File: src/rtl/txpx_pkg.sv
package txpx_pkg;
  typedef enum logic [2:0] {
    ST_IDLE,
    ST_FILL,
    ST_DRAIN,
    ST_PASS,
    ST_PAD,
    ST_EXT
  } txpx_state_e;
endpackage

File: src/rtl/txpx_cfg_latch.sv
module txpx_cfg_latch #(
  parameter int CDW     = 10,
  parameter int CW      = 16,
  parameter int PAD_LEN = 64
) (
  input  logic           clk,
  input  logic           rst,
  input  logic           capture,
  input  logic           pad_in,
  input  logic [CDW-1:0] dist_in,
  output logic           cfg_pad,
  output logic [CW-1:0]  cfg_need
);
  localparam logic [CW-1:0] PAD_CNT = CW'(PAD_LEN);

  logic [CW-1:0] dist_w;
  logic [CW-1:0] pad_w;
  assign dist_w = CW'(dist_in);
  assign pad_w  = pad_in ? PAD_CNT : '0;

  // The frame end target is the larger of both minimums, fixed at frame start.
  always_ff @(posedge clk) begin
    if (rst) begin
      cfg_pad  <= 1'b0;
      cfg_need <= '0;
    end else if (capture) begin
      cfg_pad  <= pad_in;
      cfg_need <= (dist_w > pad_w) ? dist_w : pad_w;
    end
  end
endmodule

File: src/rtl/txpx_head_buf.sv
module txpx_head_buf #(
  parameter int DW    = 8,
  parameter int DEPTH = 32,
  parameter int AW    = $clog2(DEPTH)
) (
  input  logic          clk,
  input  logic          we,
  input  logic [AW-1:0] waddr,
  input  logic [DW-1:0] wdata,
  input  logic [AW-1:0] raddr,
  output logic [DW-1:0] rdata
);
  logic [DW-1:0] mem [DEPTH];

  always_ff @(posedge clk) begin
    if (we) mem[waddr] <= wdata;
  end

  assign rdata = mem[raddr];
endmodule

File: src/rtl/txpx_out_stage.sv
module txpx_out_stage #(
  parameter int DW = 8
) (
  input  logic          clk,
  input  logic          rst,
  input  logic          load,
  input  logic [DW-1:0] d_data,
  input  logic          d_ext,
  input  logic          d_last,
  input  logic          m_ready,
  output logic          m_valid,
  output logic [DW-1:0] m_data,
  output logic          m_ext,
  output logic          m_last,
  output logic          free
);
  assign free = !m_valid || m_ready;

  always_ff @(posedge clk) begin
    if (rst) begin
      m_valid <= 1'b0;
      m_data  <= '0;
      m_ext   <= 1'b0;
      m_last  <= 1'b0;
    end else if (load) begin
      m_valid <= 1'b1;
      m_data  <= d_data;
      m_ext   <= d_ext;
      m_last  <= d_last;
    end else if (m_ready) begin
      m_valid <= 1'b0;
    end
  end

  assert_hold_stall_R10: assert property (@(posedge clk) disable iff (rst)
    (m_valid && !m_ready) |=> (m_valid && $stable(m_data) && $stable(m_ext) && $stable(m_last)))
    else $error("output changed while stalled");
endmodule

File: src/rtl/tx_frame_stretcher.sv
module tx_frame_stretcher #(
  parameter int DW      = 8,
  parameter int CDW     = 10,
  parameter int PAD_LEN = 64,
  parameter int MIN_LEN = 32,
  parameter int CW      = 16
) (
  input  logic           clk,
  input  logic           rst,
  input  logic           tx_en,
  input  logic           pad_en,
  input  logic [CDW-1:0] coll_dist,
  input  logic           s_valid,
  input  logic [DW-1:0]  s_data,
  input  logic           s_last,
  output logic           s_ready,
  output logic           m_valid,
  output logic [DW-1:0]  m_data,
  output logic           m_ext,
  output logic           m_last,
  input  logic           m_ready,
  output logic           short_drop
);
  import txpx_pkg::*;

  localparam int AW = $clog2(MIN_LEN);
  localparam logic [AW:0]   FULL_CNT = (AW+1)'(MIN_LEN);
  localparam logic [CW-1:0] PAD_CNT  = CW'(PAD_LEN);

  txpx_state_e state, nxt;

  logic [AW:0]   wr_cnt, rd_cnt, wr_nxt, rd_nxt;
  logic [CW-1:0] out_cnt, beat_n;
  logic          saw_last, ext_seen;
  logic          capture, we, wr_inc, rd_inc, mark_last, drop, load;
  logic [DW-1:0] d_data, rd_data;
  logic          d_ext, d_last, free;
  logic          cfg_pad;
  logic [CW-1:0] cfg_need;
  logic          done_ok;
  txpx_state_e   tail_state;

  txpx_cfg_latch #(.CDW(CDW), .CW(CW), .PAD_LEN(PAD_LEN)) u_cfg (
    .clk(clk), .rst(rst), .capture(capture), .pad_in(pad_en), .dist_in(coll_dist),
    .cfg_pad(cfg_pad), .cfg_need(cfg_need)
  );

  txpx_head_buf #(.DW(DW), .DEPTH(MIN_LEN), .AW(AW)) u_buf (
    .clk(clk), .we(we), .waddr(wr_cnt[AW-1:0]), .wdata(s_data),
    .raddr(rd_cnt[AW-1:0]), .rdata(rd_data)
  );

  txpx_out_stage #(.DW(DW)) u_out (
    .clk(clk), .rst(rst), .load(load), .d_data(d_data), .d_ext(d_ext), .d_last(d_last),
    .m_ready(m_ready), .m_valid(m_valid), .m_data(m_data), .m_ext(m_ext),
    .m_last(m_last), .free(free)
  );

  assign wr_nxt  = wr_cnt + 1'b1;
  assign rd_nxt  = rd_cnt + 1'b1;
  assign beat_n  = (out_cnt == '1) ? out_cnt : out_cnt + 1'b1;
  assign done_ok = (beat_n >= cfg_need);

  // Where to go once the beat being emitted now is the last data or pad byte.
  always_comb begin
    if (done_ok)                        tail_state = ST_IDLE;
    else if (cfg_pad && beat_n < PAD_CNT) tail_state = ST_PAD;
    else                                tail_state = ST_EXT;
  end

  always_comb begin
    nxt       = state;
    s_ready   = 1'b0;
    load      = 1'b0;
    d_data    = '0;
    d_ext     = 1'b0;
    d_last    = 1'b0;
    we        = 1'b0;
    capture   = 1'b0;
    drop      = 1'b0;
    wr_inc    = 1'b0;
    rd_inc    = 1'b0;
    mark_last = 1'b0;
    unique case (state)
      ST_IDLE: begin
        if (tx_en && s_valid) begin
          capture = 1'b1;
          nxt     = ST_FILL;
        end
      end
      ST_FILL: begin
        s_ready = 1'b1;
        if (s_valid) begin
          we     = 1'b1;
          wr_inc = 1'b1;
          if (s_last) begin
            if (!cfg_pad && wr_nxt < FULL_CNT) begin
              drop = 1'b1;
              nxt  = ST_IDLE;
            end else begin
              mark_last = 1'b1;
              nxt       = ST_DRAIN;
            end
          end else if (wr_nxt == FULL_CNT) begin
            nxt = ST_DRAIN;
          end
        end
      end
      ST_DRAIN: begin
        if (free) begin
          load   = 1'b1;
          rd_inc = 1'b1;
          d_data = rd_data;
          if (rd_nxt == wr_cnt) begin
            d_last = saw_last && done_ok;
            nxt    = saw_last ? tail_state : ST_PASS;
          end
        end
      end
      ST_PASS: begin
        s_ready = free;
        if (s_valid && free) begin
          load   = 1'b1;
          d_data = s_data;
          d_last = s_last && done_ok;
          if (s_last) nxt = tail_state;
        end
      end
      ST_PAD: begin
        if (free) begin
          load   = 1'b1;
          d_last = done_ok;
          nxt    = tail_state;
        end
      end
      ST_EXT: begin
        if (free) begin
          load   = 1'b1;
          d_ext  = 1'b1;
          d_last = done_ok;
          nxt    = done_ok ? ST_IDLE : ST_EXT;
        end
      end
      default: nxt = ST_IDLE;
    endcase
  end

  always_ff @(posedge clk) begin
    if (rst) begin
      state      <= ST_IDLE;
      wr_cnt     <= '0;
      rd_cnt     <= '0;
      saw_last   <= 1'b0;
      ext_seen   <= 1'b0;
      out_cnt    <= '0;
      short_drop <= 1'b0;
    end else begin
      state      <= nxt;
      short_drop <= drop;
      if (capture) begin
        wr_cnt   <= '0;
        rd_cnt   <= '0;
        saw_last <= 1'b0;
        ext_seen <= 1'b0;
        out_cnt  <= '0;
      end else begin
        if (wr_inc)    wr_cnt   <= wr_nxt;
        if (rd_inc)    rd_cnt   <= rd_nxt;
        if (mark_last) saw_last <= 1'b1;
        if (load && d_ext) ext_seen <= 1'b1;
        if (load)      out_cnt  <= beat_n;
      end
    end
  end

  assert_gate_idle_R8: assert property (@(posedge clk) disable iff (rst)
    (state == ST_IDLE && !tx_en) |=> !s_ready)
    else $error("frame accepted while disabled");

  assert_ext_tail_R5: assert property (@(posedge clk) disable iff (rst)
    (ext_seen && load) |-> d_ext)
    else $error("data beat after extension");

  assert_drop_nopad_R4: assert property (@(posedge clk) disable iff (rst)
    short_drop |-> !cfg_pad)
    else $error("drop while padding enabled");

  assert_cfg_hold_R9: assert property (@(posedge clk) disable iff (rst)
    (state != ST_IDLE && $past(state) != ST_IDLE) |-> $stable(cfg_need))
    else $error("frame target changed mid-frame");
endmodule

File: config.mk
export PLATFORM = sky130hd
export DESIGN_NAME = tx_frame_stretcher
export DESIGN_NICKNAME = d
export VERILOG_FILES = /design/src/rtl/txpx_pkg.sv /design/src/rtl/txpx_cfg_latch.sv /design/src/rtl/txpx_head_buf.sv /design/src/rtl/txpx_out_stage.sv /design/src/rtl/tx_frame_stretcher.sv
export SDC_FILE = /design/constraint.sdc
export NUM_CORES = 1
export LEC_CHECK = 0
export CAP_MARGIN = 20
export CORE_AREA = 2 2 173 175
export CTS_CLUSTER_DIAMETER = 80
export CTS_CLUSTER_SIZE = 8
export DETAILED_ROUTE_END_ITERATION = 12
export DIE_AREA = 0 0 175 177
export GPL_ROUTABILITY_DRIVEN = 1
export MAX_ROUTING_LAYER = met4
export PLACE_DENSITY_LB_ADDON = 0.2
export SETUP_SLACK_MARGIN = 0.5
export SYNTH_ARGS = -nofsm -noshare
export SYNTH_HDL_FRONTEND = slang
export SYNTH_HIERARCHICAL = 1
export SYNTH_SLANG_ARGS = --single-unit
File: constraint.sdc
create_clock -name clk -period 3.6 [get_ports clk]
set_input_delay 0.72 -clock clk [delete_from_list [all_inputs] [get_ports clk]]
set_output_delay 0.72 -clock clk [all_outputs]
set_load 0.05 [all_outputs]
## Word level (Yosys, flattened, before mapping)

Memory sizes are Yosys's and may differ from the RTL's. A register that Yosys moved wholly into a read port is not among the register bits.
Cells that the tools add are included.
W data, S select, Z words.

- Add/sub/neg operators: 3
- Magnitude comparators: 4
- Equal/unequal tests: 17
- Mux-type cells: 48
- Bitwise operators: 3
- Reductions and logical operators: 16

Operators with widths:

| operator | number |
|---|---|
| $mux W3 | 13 |
| $mux W16 | 2 |
| $mux W1 | 22 |
| $pmux W3 S6 | 1 |
| $add A16 B1 Y16 const B | 1 |
| $eq A16 B16 Y1 const B | 1 |
| $ge A16 B16 Y1 | 1 |
| $gt A10 B16 Y1 | 1 |
| $lt A16 B7 Y1 const B | 1 |
| $mux W8 | 2 |
| $ne A2 B2 Y1 const B | 8 |
| $pmux W8 S2 | 1 |
| $add A6 B1 Y6 const B | 2 |
| $mux W5 | 2 |
| $reduce_and A9 Y1 | 1 |
| $mux W7 | 1 |
| $eq A3 B2 Y1 const B | 2 |
| $eq A3 B3 Y1 const B | 2 |
| $eq A6 B6 Y1 | 1 |
| $eq A6 B6 Y1 const B | 1 |
| $logic_and A1 B1 Y1 | 6 |
| $lt A6 B6 Y1 const B | 1 |
| $pmux W1 S2 | 2 |
| $reduce_or A2 Y1 | 2 |
| 11 further kinds | 14 |

- Register bits: 61
- Memory bits (writable): 256
- Bits of input ports: 25
- Output and inout port bits: 13
- Word-level logic and storage cells: 104
- Memories: 1

Memory list:

| name | words | width | rd ports | clocked after Yosys merged registers in | write ports | line | source |
|---|---|---|---|---|---|---|---|
| u_buf.mem | 32 | 8 | 1 | 1 | 1 | txpx_head_buf.sv:13 | `logic [DW-1:0] mem [DEPTH];` |

## Depth between registers and ports, before layout

- Word-level depth: 10
- Depth in mapped cells: 17
- Depth with buffers taken out: 17

## Hierarchy

Netlist, hierarchy kept.

By module, submodules not included:

| module | instances | cells an instance | area each (um^2) | sequential area each (um^2) |
|---|---|---|---|---|
| txpx_head_buf | 1 | 409 | 9893.2 | 7687.4 |
| tx_frame_stretcher | 1 | 351 | 2655.0 | 660.6 |
| txpx_cfg_latch | 1 | 58 | 545.5 | 220.2 |
| txpx_out_stage | 1 | 36 | 389.1 | 220.2 |

## Worst setup path before layout

OpenSTA, ideal clock, no wires.

- Path type: register -> register
- Start point: register out_cnt[0]
- End point: register u_out.m_last
- Setup time: 0.117 ns
- Arrival time: 3.475 ns
- Data required time: 3.483 ns
- Setup slack: 0.007 ns
- Stages on the path, launching flop included: 18
- Path buffers: 1
- Period minus slack after synthesis: 3.593 ns
- Cells stage by stage: dfxtp_1 > ha_1 > nand3_1 > or4_1 > clkbuf_1 > nand2b_1 > nor2_1 > xor2_1 > ha_1 > or2_2 > a311oi_1 > nor2_1 > o31ai_1 > a211oi_1 > nor2_1 > a21oi_1 > mux2i_1 > nor2_1

- Longest elaborated chain between the ends: 7
- Elaborated cells between the ends (all ways): 11
- Those cells by class: add/sub (1); order compare (1); eq/ne (1); mux (6); reduce/logical (2)

RTL lines:

| item | line | source |
|---|---|---|
| start, declared | tx_frame_stretcher.sv:33 | `logic [CW-1:0] out_cnt, beat_n;` |
| start signal, assigned | tx_frame_stretcher.sv:171 | `if (load) out_cnt <= beat_n;` |
| $add A16 B1 Y16 or $eq A16 B16 Y1 (tied branches) | tx_frame_stretcher.sv:61 | `assign beat_n = (out_cnt == '1) ? out_cnt : out_cnt + 1'b1;` |
| $mux W16 (*) | tx_frame_stretcher.sv:61 |  |
| net beat_n[7] | tx_frame_stretcher.sv:33 |  |
| $ge A16 B16 Y1 (*) | tx_frame_stretcher.sv:62 | `assign done_ok = (beat_n >= cfg_need);` |
| $logic_and A1 B1 Y1 | tx_frame_stretcher.sv:115 | `d_last = saw_last && done_ok;` |
| $mux W1 | tx_frame_stretcher.sv:114 | `if (rd_nxt == wr_cnt) begin` |
| $mux W1 | tx_frame_stretcher.sv:110 | `if (free) begin` |
| $pmux W1 S3 (*) | tx_frame_stretcher.sv:84 | `unique case (state)` |
| net d_last | tx_frame_stretcher.sv:37 | `logic d_ext, d_last, free;` |
| end signal, assigned | txpx_out_stage.sv:29 | `m_last <= d_last;` |
| end, declared | txpx_out_stage.sv:14 | `output logic m_last,` |

Mark *: on every way through the listed nets, which the timed path passes. The rest lies on a longest branch.
A chain may end at the register's enable or synchronous reset.

## Final worst setup path

Same ends and word-level chain as after synthesis.

==> metrics.md <==
| Metric | Value |
|---|---|
| Largest net degree at the start of global routing | `46` |
| CTS tree | `built` |
| Slew HR | `0.404` |
| # fillers | `2318` |
| EDFF count, synth | `256` |
| Critical Path RT | `3990 ps` |
| Async S/R FF share, synth | `0` |
| Critical Path Stages | `18` |
| Combinational share of power | `0.048` |
| Mapped Cells | `854` |
| Crit-path max FO | `8` |
| Io pins | `38` |
| Mapped Area | `13500 um2` |
| HP Class | `flip-flop to flip-flop` |
| Initial antenna violation count | `1` |
| Register area share after synthesis | `0.652` |
| Die height | `177 um` |
| DR iter-0 viols | `632` |
| TritonCTS Buffers | `44` |
| Crit path max-delay cell type | `dfxtp_4` |
| Final Setup Violations | `0` |
| NetSw | `1.62 mW` |
| Top post-synthesis cells by count | `256 x edfxtp_1, 95 x nor2_1, 80 x mux4_2, 55 x dfxtp_1, 33 x nand2_1` |
| Ys flop type | `edfxtp_1` |
| Max Slew Vio Count | `0` |
| Sequential share of power | `0.495` |
| DP HPWL | `19300 um` |
| Crit path kind | `flip-flop to flip-flop` |
| Total number of yosys warnings | `6` |
| Fin crit share | `0.901` |
| CP top delay family | `simple AND/OR/NAND/NOR gates` |
| Biggest area consumer among synthesized cells | `edfxtp_1` |
| Fin. Hold Viols | `0` |
| Drt drc | `0` |
| Clk sinks | `311` |
| Reg2reg path depth | `18` |
| Clock Tree Root | `clkbuf_16` |
| Simple-gate share of the synthesized area | `0.0823` |
| Via density | `5.59` |
| Worst reg2reg setup slack | `350 ps` |
| Die ar. | `31000 um2` |
| Crit start category | `flip-flop` |
| Final antenna-violating net count | `0` |
| Reg clk slew, reported paths | `50 ps` |
| Most frequent CP cell | `nor2_1` |
| Power Density | `493 nW/um2` |
| Max rail drop VDD | `295 uV` |
| Row count | `63` |
| Layout cells sized above 1 | `0.265` |
| Crit-path cells | `ha_4, nand3_4, buf_4, nor4_4, nor2b_4, nor2_1, nand2_1, xnor2_1, ha_1, or3_1, a211oi_4, nor2_1, o31ai_1, a211oi_2, nor2_1, a21oi_1, mux2i_1, nor2_1` |
| Main combinational cell family by area after synthesis | `multiplexers` |
| Post-Synth XOR/XNOR Area | `0.0221` |
| WL/cell | `21.3 um` |
| Fmax | `0.308 GHz` |
| Adder-Cell Fraction of Synth Area | `0.0176` |
| Clock share of power | `0.457` |
| Critical Path End Type | `flip-flop` |
| Clk Latency, worst-skew pair | `520 ps` |
| Via total after detailed routing | `7706` |
| Clock H-tree levels | `2` |
| Final wirelength | `29400 um` |
| First-pass GRT wire length | `45000 um` |
| Cell Int Power | `6.33 mW` |
| Multi-input gate area | `4490 um2` |
| Routability cong. | `0.862` |
| Max cap viols | `0` |
| Initial Util | `0.461` |
| GRT overflow | `0` |
| DR pass1 iterations | `4` |
| Setup tns final | `0 ps` |
| Clock Tree Buf Depth | `3` |
| IO Port Bufs | `37` |
| Syn Area/Cell | `15.8 um2` |
| Sw Ratio | `0.204` |
| Final WS setup | `355 ps` |
| Number of synthesized register bits | `311` |
| Post-synth top area share | `0.570` |
| Gr usage total | `0.198` |
| Worst path arrival time | `3640 ps` |
| RSZ-0062 raised after global routing | `true` |
| Vias in the first global route | `7534` |
| Die X | `175 um` |
| Crit-path max cell delay | `360 ps` |
| Post-synthesis mux area share | `0.159` |
| Worst Setup Slack post-DPL | `106 ps` |
| Tmin final | `3250 ps` |
| Final #Nets | `1016` |
| Synth cell types | `63` |
| Synth Area in Compound Gates | `0.0381` |
| Count leader, synth | `edfxtp_1` |
| Static Leak | `5.29 nW` |
| Clk_skew | `17.5 ps` |
| FF+latch area | `8820 um2` |
| Synth top area cells | `edfxtp_1 57%, mux4_2 13%, dfxtp_1 8.2%` |
| Core area | `29200 um2` |
| Syn-to-layout area delta | `19.8%` |
| CP Buf/Inv Count | `1` |
| Worst-margin pin slew | `891 ps` |
| Status | `completed` |
| Hold Crit Depth | `2` |
sequential cells by signal, summed over array words and instances, names as in the netlist:
register	cells
u_buf/mem	256
out_cnt	16
u_cfg/cfg_need	10
u_out/m_data	8
rd_cnt	6
wr_cnt	6
state	3
saw_last	1
short_drop	1
u_cfg/cfg_pad	1
u_out/m_ext	1
u_out/m_last	1
u_out/m_valid	1
tightest hold or removal path, stage by stage (launching register included):
cell      delay (ps)
dfxtp_1          310
nand2b_1          60
a21oi_1           50
power groups by stage:
| stage | registers, mW | logic (mW) | clock network [mW] |
|---|---|---|---|
| detailed placement | 4.01 | 0.366 | 0 |
| floorplan | 4.00 | 0.216 | 0 |
| CTS | 3.94 | 0.375 | 3.73 |
| finish | 3.94 | 0.380 | 3.63 |
| global placement | 4.01 | 0.362 | 0 |
| global route | 3.94 | 0.411 | 3.87 |
logic make-up (layout without fill, tap and decap cells):
group	count (synthesis)	in the layout
xor gates and xnor gates	34	34
and+or+nand+nor	223	223
DFF	311	311
muxes	113	113
buffers and inverters	82	211
AOI/OAI and AO/OA	71	71
adders and majority gates	19	19
other	1	7
area by class of cell:
| cell class | count | share of cell area |
|---|---|---|
| well taps | 390 | 0.0302 |
| flip-flops and latches | 311 | 0.546 |
| repair buffers | 118 | 0.0637 |
| clock buffers | 61 | 0.0735 |
| inverters | 31 | 0.00721 |
| diodes | 1 | 0.000155 |
| clock inverters | 1 | 0.00124 |
| multi-input cells | 466 | 0.278 |
per-layer routing:
layer,global-route usage,part of all wire,wire (um),vias up
met5,-,0,0,-
met4,0.0465,0.013,396,0
met3,0.0333,0.054,1590,39
met2,0.299,0.47,13700,193
met1,0.285,0.47,13700,3933
li1,-,-,-,3541
placed cells by master, fill, tap and decap left out, types with 3 or more instances in the layout:
cell type / synthesis / final
conb_1: 1 / 6
o21ai_0: 9 / 6
a21oi_1: 16 / 16
nor2_1: 95 / 94
or3b_2: 3 / 3
nand2_1: 33 / 33
ha_1: 19 / 16
mux2i_1: 23 / 23
clkdlybuf4s50_1: 0 / 37
a21o_1: 3 / 3
dfxtp_4: 0 / 5
mux2_2: 10 / 10
a311oi_1: 6 / 4
nor3_1: 9 / 8
dfxtp_2: 0 / 8
nand2b_1: 14 / 13
nor2b_1: 5 / 4
nand3_1: 19 / 18
inv_1: 31 / 31
xor2_1: 17 / 17
nor4_1: 7 / 6
buf_12: 0 / 4
nand3b_1: 5 / 5
buf_4: 13 / 77
and3_1: 5 / 5
clkbuf_16: 0 / 45
a22o_1: 9 / 9
dfxtp_1: 55 / 42
edfxtp_1: 256 / 256
xnor2_1: 17 / 16
mux4_2: 80 / 80
nand4_1: 9 / 9
clkbuf_1: 17 / 16
worst paths after layout:
| path | startpoint | end |
|---|---|---|
| hold / removal | u_cfg/cfg_need[1]$_SDFFE_PP0P_ | u_cfg/cfg_need[1]$_SDFFE_PP0P_ |
| setup reg to reg | out_cnt[0]$_SDFFE_PP0P_ | u_out/m_last$_SDFFE_PP0P_ |
| hold reg to reg | u_cfg/cfg_need[1]$_SDFFE_PP0P_ | u_cfg/cfg_need[1]$_SDFFE_PP0P_ |
| setup / recovery | out_cnt[0]$_SDFFE_PP0P_ | u_out/m_last$_SDFFE_PP0P_ |
through the flow:
stage	power (mW)	cell area (um2)	util	hold slack (ps)	std cells
3_5_place_dp	4.37	14700	0.504	460	1306
5_1_grt	8.22	16100	0.552	511	1379
3_3_place_gp	4.37	14700	0.504	462	1306
4_1_cts	8.04	16100	0.550	470	1375
2_1_floorplan	4.21	13600	-	450	859
6_report	7.95	16100	0.552	470	1379
repair_timing:
item,4_1_cts,5_1_grt
hold buffers,0,0
gates resized for setup,18,11
pin swaps,11,9
buffers inserted,7,3
setup endpoints to repair,3,4
Power figures use the tool's default switching activity.
